## config.mk

```make
export PLATFORM = sky130hd
export DESIGN_NAME = evt_irq_ctrl
export DESIGN_NICKNAME = d
export VERILOG_FILES = /design/src/rtl/evt_irq_pkg.sv /design/src/rtl/evt_irq_regs.sv /design/src/rtl/evt_irq_shaper.sv /design/src/rtl/evt_irq_ctrl.sv
export SDC_FILE = /design/constraint.sdc
export NUM_CORES = 1
export LEC_CHECK = 0
export ABC_AREA = 1
export ABC_CLOCK_PERIOD_IN_PS = 1100
export BUFFER_PORTS_ARGS = -buffer_cell sky130_fd_sc_hd__buf_2
export CORE_UTILIZATION = 42
export DETAILED_ROUTE_END_ITERATION = 10
export PLACE_DENSITY_LB_ADDON = 0.1
export SLEW_MARGIN = 5
export SYNTH_ARGS = -nofsm -noshare
export SYNTH_HDL_FRONTEND = slang
export SYNTH_HIERARCHICAL = 1
export SYNTH_SLANG_ARGS = --single-unit
```

## constraint.sdc

```tcl
create_clock -name clk -period 1.1 [get_ports clk]
set_input_delay 0.22 -clock clk [delete_from_list [all_inputs] [get_ports clk]]
set_output_delay 0.22 -clock clk [all_outputs]
set_load 0.1 [all_outputs]
```

## src/rtl/evt_irq_pkg.sv

```systemverilog
package evt_irq_pkg;

    typedef enum logic [1:0] {
        SIG_LVL_HI = 2'b00,
        SIG_LVL_LO = 2'b01,
        SIG_RISE   = 2'b10,
        SIG_FALL   = 2'b11
    } sig_mode_e;

    localparam int N_SRC    = 4;
    localparam int MASTER_B = 31;
    localparam int MODE_LSB = 3;

    localparam int OFS_CTRL = 'h0;
    localparam int OFS_PEND = 'h4;
    localparam int OFS_FEAT = 'h8;
    localparam int OFS_LINE = 'hC;

    // bit position of source index i in the control and pending words
    function automatic int src_pos(input int i);
        case (i)
            0:       return 0;
            1:       return 1;
            2:       return 2;
            default: return 7;
        endcase
    endfunction

endpackage

```

## src/rtl/evt_irq_regs.sv

```systemverilog
module evt_irq_regs
    import evt_irq_pkg::*;
#(
    parameter int DATA_W      = 32,
    parameter int ADDR_W      = 4,
    parameter int LINE_W      = 4,
    parameter bit HAS_LVL_HI  = 1'b1,
    parameter bit HAS_LVL_LO  = 1'b1,
    parameter bit HAS_RISE    = 1'b1,
    parameter bit HAS_FALL    = 1'b1,
    parameter bit FIXED_BURST = 1'b0
) (
    input  logic              clk,
    input  logic              rst_n,
    input  logic              reg_wr,
    input  logic [ADDR_W-1:0] reg_addr,
    input  logic [DATA_W-1:0] reg_wdata,
    output logic [DATA_W-1:0] reg_rdata,
    input  logic              ev_data,
    input  logic              ev_valid,
    input  logic              ev_locality,
    input  logic              ev_ready,
    output logic              master_en,
    output logic [N_SRC-1:0]  src_en,
    output logic [N_SRC-1:0]  pend,
    output sig_mode_e         mode
);

    localparam logic [DATA_W-1:0] FEAT_WORD = DATA_W'({
        FIXED_BURST, 1'b1, HAS_FALL, HAS_RISE, HAS_LVL_LO, HAS_LVL_HI,
        1'b1, 1'b1, 1'b1});

    typedef struct packed {
        logic              master;
        logic [N_SRC-1:0]  en;
        sig_mode_e         mode;
        logic [N_SRC-1:0]  pend;
        logic [LINE_W-1:0] line;
    } regs_t;

    regs_t st_d, st_q;

    logic hit_ctrl, hit_pend, hit_line;
    logic [N_SRC-1:0] ev_set, ev_clr, pend_nx;
    logic unused_wbits;

    assign hit_ctrl = (reg_addr == ADDR_W'(OFS_CTRL));
    assign hit_pend = (reg_addr == ADDR_W'(OFS_PEND));
    assign hit_line = (reg_addr == ADDR_W'(OFS_LINE));

    // data-ready needs both conditions in the same cycle
    assign ev_set = {ev_ready, ev_locality, ev_valid, ev_data & ev_valid};

    for (genvar g = 0; g < N_SRC; g++) begin : g_src
        localparam int POS = src_pos(g);
        assign ev_clr[g]  = reg_wr & hit_pend & reg_wdata[POS];
        // a new event beats a clear of the same bit
        assign pend_nx[g] = ev_set[g] | (st_q.pend[g] & ~ev_clr[g]);
    end

    always_comb begin
        st_d      = st_q;
        st_d.pend = pend_nx;
        if (reg_wr && hit_ctrl) begin
            st_d.master = reg_wdata[MASTER_B];
            st_d.mode   = sig_mode_e'(reg_wdata[MODE_LSB+1:MODE_LSB]);
            for (int i = 0; i < N_SRC; i++) begin
                st_d.en[i] = reg_wdata[src_pos(i)];
            end
        end
        if (reg_wr && hit_line) begin
            st_d.line = reg_wdata[LINE_W-1:0];
        end
    end

    always_ff @(posedge clk or negedge rst_n) begin
        if (!rst_n) begin
            st_q <= '{master: 1'b0, en: '0, mode: SIG_LVL_HI, pend: '0, line: '0};
        end else begin
            st_q <= st_d;
        end
    end

    always_comb begin
        reg_rdata = '0;
        case (int'(reg_addr))
            OFS_CTRL: begin
                reg_rdata[MASTER_B]              = st_q.master;
                reg_rdata[MODE_LSB+1:MODE_LSB]   = st_q.mode;
                for (int i = 0; i < N_SRC; i++) begin
                    reg_rdata[src_pos(i)] = st_q.en[i];
                end
            end
            OFS_PEND: begin
                for (int i = 0; i < N_SRC; i++) begin
                    reg_rdata[src_pos(i)] = st_q.pend[i];
                end
            end
            OFS_FEAT: reg_rdata = FEAT_WORD;
            OFS_LINE: reg_rdata[LINE_W-1:0] = st_q.line;
            default:  reg_rdata = '0;
        endcase
    end

    assign master_en    = st_q.master;
    assign src_en       = st_q.en;
    assign pend         = st_q.pend;
    assign mode         = st_q.mode;
    assign unused_wbits = ^{reg_wdata[DATA_W-2:8], reg_wdata[6:5]};

    // bit 0 only rises after a cycle with data and valid together
    a_r2_data_qualified: assert property (@(posedge clk) disable iff (!rst_n)
        $rose(st_q.pend[0]) |-> $past(ev_data && ev_valid));

    // a status-valid pulse always leaves bit 1 set, even against a clear
    a_r3_event_wins: assert property (@(posedge clk) disable iff (!rst_n)
        ev_valid |=> st_q.pend[1]);

    // a clear with no concurrent event drops the locality bit
    a_r3_w1c_clears: assert property (@(posedge clk) disable iff (!rst_n)
        (reg_wr && hit_pend && reg_wdata[2] && !ev_locality) |=> !st_q.pend[2]);

    // the line number only changes on a write to its offset
    a_r8_line_hold: assert property (@(posedge clk) disable iff (!rst_n)
        !(reg_wr && hit_line) |=> $stable(st_q.line));

endmodule

```

## src/rtl/evt_irq_shaper.sv

```systemverilog
module evt_irq_shaper
    import evt_irq_pkg::*;
#(
    parameter int NSRC = N_SRC
) (
    input  logic            clk,
    input  logic            rst_n,
    input  logic            master_en,
    input  logic [NSRC-1:0] src_en,
    input  logic [NSRC-1:0] pend,
    input  sig_mode_e       mode,
    output logic            irq_out
);

    typedef struct packed {
        logic line;
        logic was_active;
    } shp_t;

    shp_t sh_d, sh_q;
    logic active, onset;

    assign active = master_en & |(pend & src_en);
    assign onset  = active & ~sh_q.was_active;

    always_comb begin
        sh_d            = sh_q;
        sh_d.was_active = active;
        case (mode)
            SIG_LVL_HI: sh_d.line = active;
            SIG_LVL_LO: sh_d.line = ~active;
            SIG_RISE:   sh_d.line = onset;
            default:    sh_d.line = ~onset;
        endcase
    end

    always_ff @(posedge clk or negedge rst_n) begin
        if (!rst_n) begin
            sh_q <= '{line: 1'b0, was_active: 1'b0};
        end else begin
            sh_q <= sh_d;
        end
    end

    assign irq_out = sh_q.line;

    // with the master enable clear, level-high mode keeps the line low
    a_r5_gated: assert property (@(posedge clk) disable iff (!rst_n)
        (!master_en && mode == SIG_LVL_HI) |=> !irq_out);

    // level-high output tracks enabled pending one cycle later
    a_r6_level_follow: assert property (@(posedge clk) disable iff (!rst_n)
        (mode == SIG_LVL_HI) |=> (irq_out == $past(master_en && |(pend & src_en))));

    // a rising pulse lasts one cycle
    a_r7_single_pulse: assert property (@(posedge clk) disable iff (!rst_n)
        ($past(mode) == SIG_RISE && mode == SIG_RISE && irq_out) |=> !irq_out);

endmodule

```

## src/rtl/evt_irq_ctrl.sv

```systemverilog
module evt_irq_ctrl
    import evt_irq_pkg::*;
#(
    parameter int DATA_W      = 32,
    parameter int ADDR_W      = 4,
    parameter int LINE_W      = 4,
    parameter bit HAS_LVL_HI  = 1'b1,
    parameter bit HAS_LVL_LO  = 1'b1,
    parameter bit HAS_RISE    = 1'b1,
    parameter bit HAS_FALL    = 1'b1,
    parameter bit FIXED_BURST = 1'b0
) (
    input  logic              clk,
    input  logic              rst_n,
    input  logic              reg_wr,
    input  logic [ADDR_W-1:0] reg_addr,
    input  logic [DATA_W-1:0] reg_wdata,
    output logic [DATA_W-1:0] reg_rdata,
    input  logic              ev_data,
    input  logic              ev_valid,
    input  logic              ev_locality,
    input  logic              ev_ready,
    output logic              irq_out
);

    logic             master_en;
    logic [N_SRC-1:0] src_en;
    logic [N_SRC-1:0] pend;
    sig_mode_e        mode;

    evt_irq_regs #(
        .DATA_W(DATA_W), .ADDR_W(ADDR_W), .LINE_W(LINE_W),
        .HAS_LVL_HI(HAS_LVL_HI), .HAS_LVL_LO(HAS_LVL_LO),
        .HAS_RISE(HAS_RISE), .HAS_FALL(HAS_FALL), .FIXED_BURST(FIXED_BURST)
    ) u_regs (
        .clk(clk), .rst_n(rst_n),
        .reg_wr(reg_wr), .reg_addr(reg_addr), .reg_wdata(reg_wdata),
        .reg_rdata(reg_rdata),
        .ev_data(ev_data), .ev_valid(ev_valid),
        .ev_locality(ev_locality), .ev_ready(ev_ready),
        .master_en(master_en), .src_en(src_en), .pend(pend), .mode(mode)
    );

    evt_irq_shaper #(.NSRC(N_SRC)) u_shaper (
        .clk(clk), .rst_n(rst_n),
        .master_en(master_en), .src_en(src_en), .pend(pend), .mode(mode),
        .irq_out(irq_out)
    );

endmodule

```

==> results.json <==
{
  "setup_tns_ns": -1.70,
  "cp-start-kind": "register",
  "io_pins": 76,
  "finalWirelength_um": 2480,
  "mostFrequentLayoutCell": "nand2_1",
  "ys_ff_latch": 17,
  "gr-total-overflow": 0,
  "yosysSeqAreaShare_pct": 35.3,
  "clock_latency_ns": 0.29,
  "grt_pass1_wl_um": 4180,
  "avgSynthCellArea_um2": 7.98,
  "clock_tree.root_cell": "clkbuf_4",
  "coreArea_mm2": 0.00273,
  "antenna_found_initial": 0,
  "p_sw_uw": 1140,
  "nets": 234,
  "fin_skew_ns": 0.00750,
  "fp.dieW_um": 55.6,
  "drv_slew": 0,
  "grt_usage_pct": 16.8,
  "power_uw": 2390,
  "syn2layout_area_growth_pct": 47.9,
  "ys_types": 21,
  "critPathMaxFanout": 2,
  "swShare_pct": 47.9,
  "cp.arrival_ns": 1.14,
  "cts.sinks": 17,
  "drc_errors": 0,
  "drv_cap": 0,
  "hold_class": "in2reg",
  "clkPwrFrac_pct": 14.4,
  "layout_setup_ws_ns": -0.257,
  "power-per-cell-area_mw_per_mm2": 1340,
  "cts.clk_slew.worst_paths_ns": 0.11,
  "required_ns": 0.88,
  "ir_drop_mv": 1.38,
  "first_pass_iters": 4,
  "clockBufferDepth": 2,
  "dp_cells": 204,
  "die_h_um": 55.6,
  "drive_above_1_share_pct": 51.6,
  "cts_tree": "built",
  "grt_start_max_net_pins": 18,
  "die-area_mm2": 0.00309,
  "finalCritPeriodShare_pct": 123,
  "synth_cells": 151,
  "std_cell_rows": 19,
  "stdcell_count": 221,
  "ys_warn_count": 6,
  "vias_per_cell": 4.56,
  "routabilityCongestion": 0.784,
  "finalHoldViolCount": 0,
  "finalCriticalPeriod_ns": 1.36,
  "p_int_uw": 1240,
  "cts-htree-levels": 1,
  "grt_pass1_vias": 934,
  "ant_nets": 0,
  "portBuffers": 27,
  "path_class": "reg2out",
  "status": "finished, violations left",
  "antenna_cells": 0,
  "via_count": 1007,
  "syn_area_mm2": 0.00120,
  "p_seq_share_pct": 34.3,
  "setup_viol": 9,
  "comb_power_share_pct": 51.3,
  "violations": "negative setup slack",
  "wl_per_cell_um": 11.2,
  "place_hpwl_um": 1770,
  "initial_core_util_pct": 44.1,
  "final_cell_mix": "nand2_1, conb_1, buf_4, dfrtp_1",
  "fillCellCount": 223,
  "cp-end-kind": "primary output",
  "rsz0062_at_grt": "true",
  "fmax_ghz": 0.737,
  "numCtsBuffers": 3,
  "drtIter0Drc": 10,
  "leakagePower_uw": 0.000898
}
==> worst max-delay path, stage by stage (launching register included) <==
cell     delay (ns)
dfrtp_1        0.41
o21ai_2        0.16
nand3_4        0.09
buf_12         0.17
==> layer usage <==
layer / part of all wire, % / track usage, % / wire length (µm) / up-vias
met3: 3.9 / 2.58 / 97 / 0
met1: 43 / 21.9 / 1060 / 473
met4: 0 / 3.21 / 0 / 0
met2: 53 / 29.6 / 1320 / 34
li1: - / - / - / 500
met5: 0 / 0 / 0 / -
==> sequential cells by signal, indices dropped and copies added, names as in the netlist <==
register,cells
u_shaper/irq_out,1
u_regs/pend,4
u_regs/st_q,4
u_regs/mode,2
u_regs/master_en,1
u_regs/src_en,4
u_shaper/sh_q,1
==> repair_timing <==
item | 4_1_cts | 5_1_grt
buffers inserted | 10 | 2
resized for setup | 24 | 1
setup endpoints to repair | 10 | 10
hold buffers | 1 | 0
endpoints found under the hold margin | 17 | 0
pin swaps | 10 | 1
==> cell type report <==
type,instances,area [µm²],share of cell area (%)
inverter,19,98.8,5.55
tap,31,38.8,2.18
sequential,17,427,23.9
multi-input combinational,101,674,37.9
clock inverter,1,5.00,0.281
clock buffer,3,22.5,1.26
timing repair buffer,49,515,28.9
==> cell families after synthesis <==
logic type | count (synthesis) | synth area share, %
DFF | 17 | 35.3
other | 1 | 0.311
and+or+nand+nor | 62 | 26.9
buffers and inverters | 55 | 28.5
AOI/OAI and AO/OA | 16 | 9.03
==> per-stage QoR <==
step / hold WS [ns] / cell area (µm²) / worst slack [ns] / util (%)
2_1_floorplan: -0.0756 / 1450 / -0.345 / -
4_1_cts: 0.0905 / 1770 / -0.260 / 64.6
6_report: 0.0983 / 1780 / -0.257 / 65.2
3_5_place_dp: 0.169 / 1570 / -0.238 / 57.3
5_1_grt: 0.0847 / 1780 / -0.302 / 65.2
3_3_place_gp: 0.160 / 1570 / -0.225 / 57.3
==> path summary, 6_finish.rpt <==
path	startpoint	slack (ns)	to	cells past startpoint
max	u_regs/st_q[2]	-0.26	reg_rdata[2]	3
min	ev_locality	0.1	u_regs/pend[2]	3
max reg2reg	u_regs/mode[1]	0.08	u_shaper/irq_out	6
min reg2reg	u_regs/st_q[3]	0.53	u_regs/st_q[3]	2
max in group asynchronous	rst_n	0.41	u_shaper/irq_out	2
min in group asynchronous	rst_n	0.38	u_regs/st_q[2]	2
==> synthesized netlist by cell type <==
library cell / number / area (µm²)
buf_4: 34 / 255
nand2_1: 32 / 120
dfrtp_1: 17 / 425
inv_1: 17 / 63.8
nand3_1: 13 / 65.1
o21ai_0: 8 / 40.0
o21ai_2: 7 / 61.3
nand4_1: 5 / 31.3
nor2_4: 3 / 33.8
inv_2: 2 / 7.51
nand3_2: 2 / 20.0
nor2_1: 2 / 7.51
and3_1: 1 / 6.26
buf_2: 1 / 5.00
buf_6: 1 / 11.3
conb_1: 1 / 3.75
nand2_2: 1 / 6.26
nand2_4: 1 / 11.3
nand3_4: 1 / 17.5
nor3_1: 1 / 5.00
o21a_1: 1 / 7.51
==> power groups by stage <==
stage | Clock [µW] | Sequential [µW] | Combinational (µW)
2_1_floorplan | 0 | 897 | 888
5_1_grt | 374 | 829 | 1290
6_report | 343 | 819 | 1220
3_3_place_gp | 0 | 816 | 1110
3_5_place_dp | 0 | 820 | 1120
4_1_cts | 354 | 817 | 1200
(Power assumes the default switching activity.)
